**src/rtl/agu_pkg.sv**
```systemverilog
// Package: shared encodings for the dual address generator.
// Assumes: nothing beyond the 2-bit load-kind field.
package agu_pkg;
    typedef enum logic [1:0] {
        LD_INDEX = 2'b00,
        LD_STEP  = 2'b01,
        LD_SPAN  = 2'b10,
        LD_NONE  = 2'b11
    } ld_kind_e;
endpackage

```
**src/rtl/agu_step.sv**
```systemverilog
// agu_step: combinational next-index unit. It adds a signed step and, when
// the span is non-zero, folds the sum back into [base, base+span-1].
// Assumes: |step| < span whenever span is non-zero, and cur lies in the window.
module agu_step #(
    parameter int AW = 16
) (
    input  logic [AW-1:0] cur,
    input  logic [AW-1:0] step,
    input  logic [AW-1:0] base,
    input  logic [AW-1:0] span,
    output logic [AW-1:0] nxt
);
    localparam int EW = AW + 2;

    logic signed [EW-1:0] sum;
    logic signed [EW-1:0] lo;
    logic signed [EW-1:0] hi;
    logic signed [EW-1:0] fold;

    // Wide signed arithmetic so that window compares never overflow
    always_comb begin
        sum  = $signed({2'b00, cur}) + $signed({{2{step[AW-1]}}, step});
        lo   = $signed({2'b00, base});
        hi   = lo + $signed({2'b00, span});
        fold = sum;
        if (span != '0) begin
            if (sum >= hi)
                fold = sum - $signed({2'b00, span});
            else if (sum < lo)
                fold = sum + $signed({2'b00, span});
        end
        nxt = fold[AW-1:0];
    end
endmodule

```
**src/rtl/agu_bank.sv**
```systemverilog
// agu_bank: one generator. It holds NPTR pointers, each with an index, a
// step, a span and a captured window base. The selected index is presented
// as the address; on access that index post-steps through agu_step.
// Assumes: at most one load per cycle, arriving through wr_*.
module agu_bank
    import agu_pkg::*;
#(
    parameter int AW   = 16,
    parameter int NPTR = 4
) (
    input  logic                    clk,
    input  logic                    rst_n,
    input  logic                    acc,
    input  logic [$clog2(NPTR)-1:0] sel,
    output logic [AW-1:0]           addr,
    input  logic                    wr_en,
    input  logic [1:0]              wr_kind,
    input  logic [$clog2(NPTR)-1:0] wr_ptr,
    input  logic [AW-1:0]           wr_data
);
    localparam int SW = $clog2(NPTR);

    logic [AW-1:0] idx_q  [NPTR];
    logic [AW-1:0] mod_q  [NPTR];
    logic [AW-1:0] len_q  [NPTR];
    logic [AW-1:0] base_q [NPTR];

    logic [NPTR-1:0] wr_idx, wr_mod, wr_len, hit;
    logic [AW-1:0]   step_nxt, seed_idx, seed_len, seed_base;
    ld_kind_e        kind;

    assign kind = ld_kind_e'(wr_kind);
    assign addr = idx_q[sel];

    agu_step #(.AW(AW)) u_step (
        .cur  (idx_q[sel]),
        .step (mod_q[sel]),
        .base (base_q[sel]),
        .span (len_q[sel]),
        .nxt  (step_nxt)
    );

    // Decode the load and the access into per-pointer strobes
    always_comb begin
        for (int k = 0; k < NPTR; k++) begin
            wr_idx[k] = wr_en && (kind == LD_INDEX) && (wr_ptr == SW'(k));
            wr_mod[k] = wr_en && (kind == LD_STEP)  && (wr_ptr == SW'(k));
            wr_len[k] = wr_en && (kind == LD_SPAN)  && (wr_ptr == SW'(k));
            hit[k]    = acc && (sel == SW'(k));
        end
    end

    // Window base for the pointer being loaded: index rounded down to a multiple of span
    always_comb begin
        seed_idx  = (kind == LD_INDEX) ? wr_data : idx_q[wr_ptr];
        seed_len  = (kind == LD_SPAN)  ? wr_data : len_q[wr_ptr];
        seed_base = '0;
        if (seed_len != '0)
            seed_base = seed_idx - (seed_idx % seed_len);
    end

    // Register update: an index load wins over the post-step
    always_ff @(posedge clk) begin
        for (int k = 0; k < NPTR; k++) begin
            if (!rst_n) begin
                idx_q[k]  <= '0;
                mod_q[k]  <= '0;
                len_q[k]  <= '0;
                base_q[k] <= '0;
            end else begin
                if (wr_idx[k])
                    idx_q[k] <= wr_data;
                else if (hit[k])
                    idx_q[k] <= step_nxt;
                if (wr_mod[k])
                    mod_q[k] <= wr_data;
                if (wr_len[k])
                    len_q[k] <= wr_data;
                if (wr_idx[k] || wr_len[k])
                    base_q[k] <= seed_base;
            end
        end
    end

    for (genvar k = 0; k < NPTR; k++) begin : g_chk

        idle_hold_chk: assert property (@(posedge clk) disable iff (!rst_n)
            (!hit[k] && !wr_idx[k]) |=> $stable(idx_q[k]));

        linear_step_chk: assert property (@(posedge clk) disable iff (!rst_n)
            (hit[k] && len_q[k] == '0 && !wr_idx[k] && !wr_len[k])
            |=> idx_q[k] == $past(idx_q[k] + mod_q[k]));

        in_window_chk: assert property (@(posedge clk) disable iff (!rst_n)
            (hit[k] && len_q[k] != '0 && !wr_idx[k] && !wr_len[k])
            |=> ({1'b0, idx_q[k]} >= {1'b0, base_q[k]}) &&
                ({1'b0, idx_q[k]} <  {1'b0, base_q[k]} + {1'b0, len_q[k]}));

        load_wins_chk: assert property (@(posedge clk) disable iff (!rst_n)
            wr_idx[k] |=> idx_q[k] == $past(wr_data));
    end
endmodule

```
**src/rtl/dual_agu.sv**
```systemverilog
// dual_agu: two independent generators, X and Y, sharing one load port.
// The top bit of ld_ptr picks the generator and the low bits pick the pointer.
// Assumes: the decoder issues at most one register load per cycle.
module dual_agu #(
    parameter int AW   = 16,
    parameter int NPTR = 4
) (
    input  logic                    clk,
    input  logic                    rst_n,
    input  logic                    x_acc,
    input  logic [$clog2(NPTR)-1:0] x_sel,
    output logic [AW-1:0]           x_addr,
    input  logic                    y_acc,
    input  logic [$clog2(NPTR)-1:0] y_sel,
    output logic [AW-1:0]           y_addr,
    input  logic                    ld_en,
    input  logic [1:0]              ld_kind,
    input  logic [$clog2(NPTR):0]   ld_ptr,
    input  logic [AW-1:0]           ld_data
);
    localparam int SW  = $clog2(NPTR);
    localparam int NGEN = 2;

    logic          acc_a  [NGEN];
    logic [SW-1:0] sel_a  [NGEN];
    logic [AW-1:0] addr_a [NGEN];

    // Gather per-generator access inputs into arrays
    always_comb begin
        acc_a[0] = x_acc;
        sel_a[0] = x_sel;
        acc_a[1] = y_acc;
        sel_a[1] = y_sel;
    end

    assign x_addr = addr_a[0];
    assign y_addr = addr_a[1];

    for (genvar g = 0; g < NGEN; g++) begin : g_gen
        agu_bank #(.AW(AW), .NPTR(NPTR)) u_bank (
            .clk     (clk),
            .rst_n   (rst_n),
            .acc     (acc_a[g]),
            .sel     (sel_a[g]),
            .addr    (addr_a[g]),
            .wr_en   (ld_en && (ld_ptr[SW] == 1'(g))),
            .wr_kind (ld_kind),
            .wr_ptr  (ld_ptr[SW-1:0]),
            .wr_data (ld_data)
        );
    end
endmodule

```
**config.mk**
```make
export PLATFORM = sky130hd
export DESIGN_NAME = dual_agu
export DESIGN_NICKNAME = d
export VERILOG_FILES = /design/src/rtl/agu_pkg.sv /design/src/rtl/agu_step.sv /design/src/rtl/agu_bank.sv /design/src/rtl/dual_agu.sv
export SDC_FILE = /design/constraint.sdc
export NUM_CORES = 2
export LEC_CHECK = 0
export BUFFER_PORTS_ARGS = -buffer_cell sky130_fd_sc_hd__buf_2
export CAP_MARGIN = 20
export CORE_MARGIN = 1.5
export CORE_UTILIZATION = 55
export CTS_BUF_LIST = sky130_fd_sc_hd__clkbuf_16
export CTS_CLUSTER_DIAMETER = 120
export CTS_CLUSTER_SIZE = 30
export DETAILED_ROUTE_END_ITERATION = 8
export GPL_ROUTABILITY_DRIVEN = 0
export PLACE_DENSITY = 0.71
export SETUP_SLACK_MARGIN = 0.3
export SYNTH_ARGS = -nofsm -noshare
export SYNTH_HDL_FRONTEND = slang
export SYNTH_HIERARCHICAL = 1
export SYNTH_SLANG_ARGS = --single-unit
```
**constraint.sdc**
```tcl
create_clock -name clk -period 50.1 [get_ports clk]
set_input_delay 2.505 -clock clk [delete_from_list [all_inputs] [get_ports clk]]
set_output_delay 2.505 -clock clk [all_outputs]
set_load 0.05 [all_outputs]
```
==> impl_metrics.json <==
{
  "max_freq_ghz": 0.02442,
  "tritoncts": "built",
  "clk_pin_slew_ns": 0.12,
  "rows": 111,
  "yosysWarnings": 6,
  "drt_pass1_iterations": 6,
  "hpwlAfterDp_um": 119100,
  "wirelength_um": 159400,
  "regToRegStartpoint": "g_gen[0].u_bank/len_q[2][7]",
  "cts_buffers": 21,
  "final_area_um2": 53190,
  "antenna_found_initial": 6,
  "cp.arrival_ns": 41.28,
  "path_max_fanout": 49,
  "core_area_um2": 91660,
  "slew_headroom": 0.1706,
  "outcome": "finished clean",
  "grt_max_degree": 51,
  "crit_path_top_delay_cell": "o31a_1",
  "portBuffers": 61,
  "seqPwrFrac": 0.207,
  "synth_seq_cells": 512,
  "clock-root-buffer": "clkbuf_16",
  "internal_power_mw": 1.249,
  "rr_endpoint": "g_gen[0].u_bank/base_q[2][15]",
  "whs_ns": 1.294,
  "htreeDepth": 1,
  "period_needed_ns": 40.96,
  "p_switching_mw": 1.256,
  "hold_viol": 0,
  "ff2ff_setup_slack_ns": 11.96,
  "synth.distinct_cells": 129,
  "netlist_instances": 5323,
  "grt_pass1_wl_um": 242500,
  "antenna_left": 0,
  "maxCapViolations": 0,
  "pwr-share-clk": 0.083,
  "fp.dieH_um": 307.3,
  "min_to": "g_gen[1].u_bank/idx_q[3][0]",
  "cp_num_buf_inv": 8,
  "fin_ws_ns": 9.144,
  "finalClockSkew_ns": 0.03065,
  "synth_edf_count": 512,
  "peakVddDrop_uv": 97.78,
  "avgSynthCellArea_um2": 9.570,
  "layout.cells.non_filler": 6465,
  "die-area_um2": 94450,
  "startpoint_type": "primary input",
  "cts.sinks": 512,
  "insertion_delay_ns": 0.59,
  "grt_overflow": 0,
  "syn_nets": 5849,
  "crit_family": "compound AO/OA/AOI/OAI gates",
  "drive_above_1_share": 0.1194,
  "hold_class": "reg -> reg",
  "tns_ns": 0,
  "cp_slowest_stage_delay_ns": 0.92,
  "clk_path_buf_depth": 3,
  "powerDensity_nw_per_um2": 47.10,
  "syn_area_um2": 50940,
  "drc": 0,
  "synth_top_flop_cell": "edfxtp_1",
  "drt_iter0_drc": 4761,
  "die_x_um": 307.3,
  "num_vias": 43860,
  "reg2reg_depth": 137,
  "ys_seq_area_frac": 0.3018,
  "hold_path_depth": 4,
  "critPathRequiredTime_ns": 50.43,
  "holdCritStartpoint": "g_gen[1].u_bank/len_q[3][0]",
  "drv_slew": 0,
  "placedInstanceArea_um2": 52590,
  "grt_setup_unrepaired": "false",
  "post_cts_resized": 0,
  "cp-end-kind": "register",
  "place_ws_ns": 9.241,
  "path_depth": 139,
  "routed_via_density": 6.785,
  "cts_setup_buffers": 0,
  "swShare": 0.5013,
  "first_global_vias": 41320,
  "leakagePower_nw": 21.49,
  "place_inst": 6437,
  "initial_core_util": 0.5557,
  "area_growth_pct": 4.409,
  "min_period_over_period": 0.8175,
  "path_common_cell": "ha_1",
  "setup_viol": 0,
  "synthArstFlopShare": 0,
  "grt_use_total": 0.3299,
  "fin_nets": 5802,
  "max_slew.worst_pin.slew_ns": 1.234,
  "p_comb_frac": 0.710,
  "critPathKind": "in -> reg",
  "top_level_ports": 62,
  "wire_per_inst_um": 24.66,
  "hold_buffers": 0
}
## registers in the layout, indices dropped and copies added (netlist names)
register	count
g_gen.u_bank/mod_q	128
g_gen.u_bank/len_q	128
g_gen.u_bank/base_q	128
g_gen.u_bank/idx_q	128
## final cells by class
class,instances,area [um^2]
Timing Repair Buffer,164,1094
Inverter,230,863.3
Sequential cell,512,15370
Tap cell,1186,1484
Multi-Input combinational cell,4347,33790
Clock buffer,21,525.5
Fill cell,7864,38480
Antenna cell,2,5.005
Clock inverter,3,46.29
## kinds of logic (layout without fill, tap and decap cells)
| logic type | count (synthesis) | in the layout | share of synthesized area |
|---|---|---|---|
| xor+xnor | 254 | 254 | 0.04419 |
| other cells | 0 | 2 | 0 |
| mux | 340 | 340 | 0.1141 |
| buf+inv | 464 | 418 | 0.03714 |
| simple gates | 1855 | 1855 | 0.1824 |
| compound gates | 1402 | 1402 | 0.1968 |
| flops | 512 | 512 | 0.3018 |
| fa+ha+maj | 496 | 496 | 0.1236 |
## worst max-delay path by stage
stage,end,from,slack [ns]
after global routing,g_gen[0].u_bank/base_q[1][15],ld_ptr[1],6.07
after floorplan,g_gen[0].u_bank/base_q[0][15],ld_ptr[1],14.74
after CTS,g_gen[0].u_bank/base_q[2][15],ld_ptr[1],9.68
after detailed placement,g_gen[0].u_bank/base_q[2][15],ld_ptr[1],9.24
after global placement,g_gen[0].u_bank/base_q[2][15],ld_ptr[1],9.74
final,g_gen[0].u_bank/base_q[2][15],ld_ptr[1],9.14
## stage by stage
step | utilization | power, mW
finish | 0.5802 | 2.505
global route | 0.5802 | 2.673
CTS | 0.5800 | 2.465
detailed placement | 0.5737 | 2.254
global placement | 0.5737 | 2.226
floorplan | - | 1.828
## worst min-delay path: cells and delay by family (launching register included)
| family | cells | cell delay, ns |
|---|---|---|
| fa+ha+maj | 1 | 0.17 |
| compound gates | 1 | 0.13 |
| mux | 2 | 0.53 |
| flops | 1 | 0.35 |
## power groups by stage
stage	logic, mW	clock network, mW	registers, mW
after floorplan	1.30	0	0.523
after global placement	1.70	0	0.527
after CTS	1.74	0.210	0.519
after global routing	1.93	0.223	0.522
after detailed placement	1.72	0	0.529
final	1.78	0.209	0.519
## synthesized netlist by cell type (56+ instances only)
cell type    n  area share
o211ai_1    64      0.0094
mux4_2     183       0.081
inv_1      225       0.017
a21o_1     111       0.016
ha_1       484        0.12
edfxtp_1   512        0.30
and2_1     283       0.035
nand2_1    356       0.026
a21oi_1    300       0.029
mux2i_1     74       0.015
o21ai_0    199       0.020
nand2b_1    56      0.0069
nor3_1     176       0.017
clkbuf_1   145       0.011
nor2_1     522       0.038
mux2_2      79       0.017
a31oi_1     65      0.0080
xnor2_1    151       0.026
xor2_1     101       0.017
nand3_1    102       0.010
o21a_1     100       0.015
a22o_1     133       0.023
## metal layers
layer	global-route usage	up-vias	part of all wire
met3	0.04762	400	0.094
met4	0.1503	10	0.054
met1	0.4420	21190	0.40
met2	0.5300	2125	0.45
met5	0	-	0.00045
li1	-	20140	-
## cells in the final DEF (no fill, tap or decap), types with 47 or more instances in the layout
cell	n
a31oi_1	64
and2_1	283
o21ai_0	184
a22o_1	133
xnor2_1	151
inv_1	225
nand3_1	102
ha_1	484
o211ai_1	64
edfxtp_1	512
mux2_2	79
buf_4	105
nor2_1	521
nand4_1	47
or3_1	53
a21oi_1	298
o21a_1	100
nand2b_1	56
buf_2	57
nand2_1	356
xor2_1	101
mux4_2	183
mux2i_1	68
a21o_1	111
nor3_1	173
No activity file was read; power rests on OpenSTA's default activity.
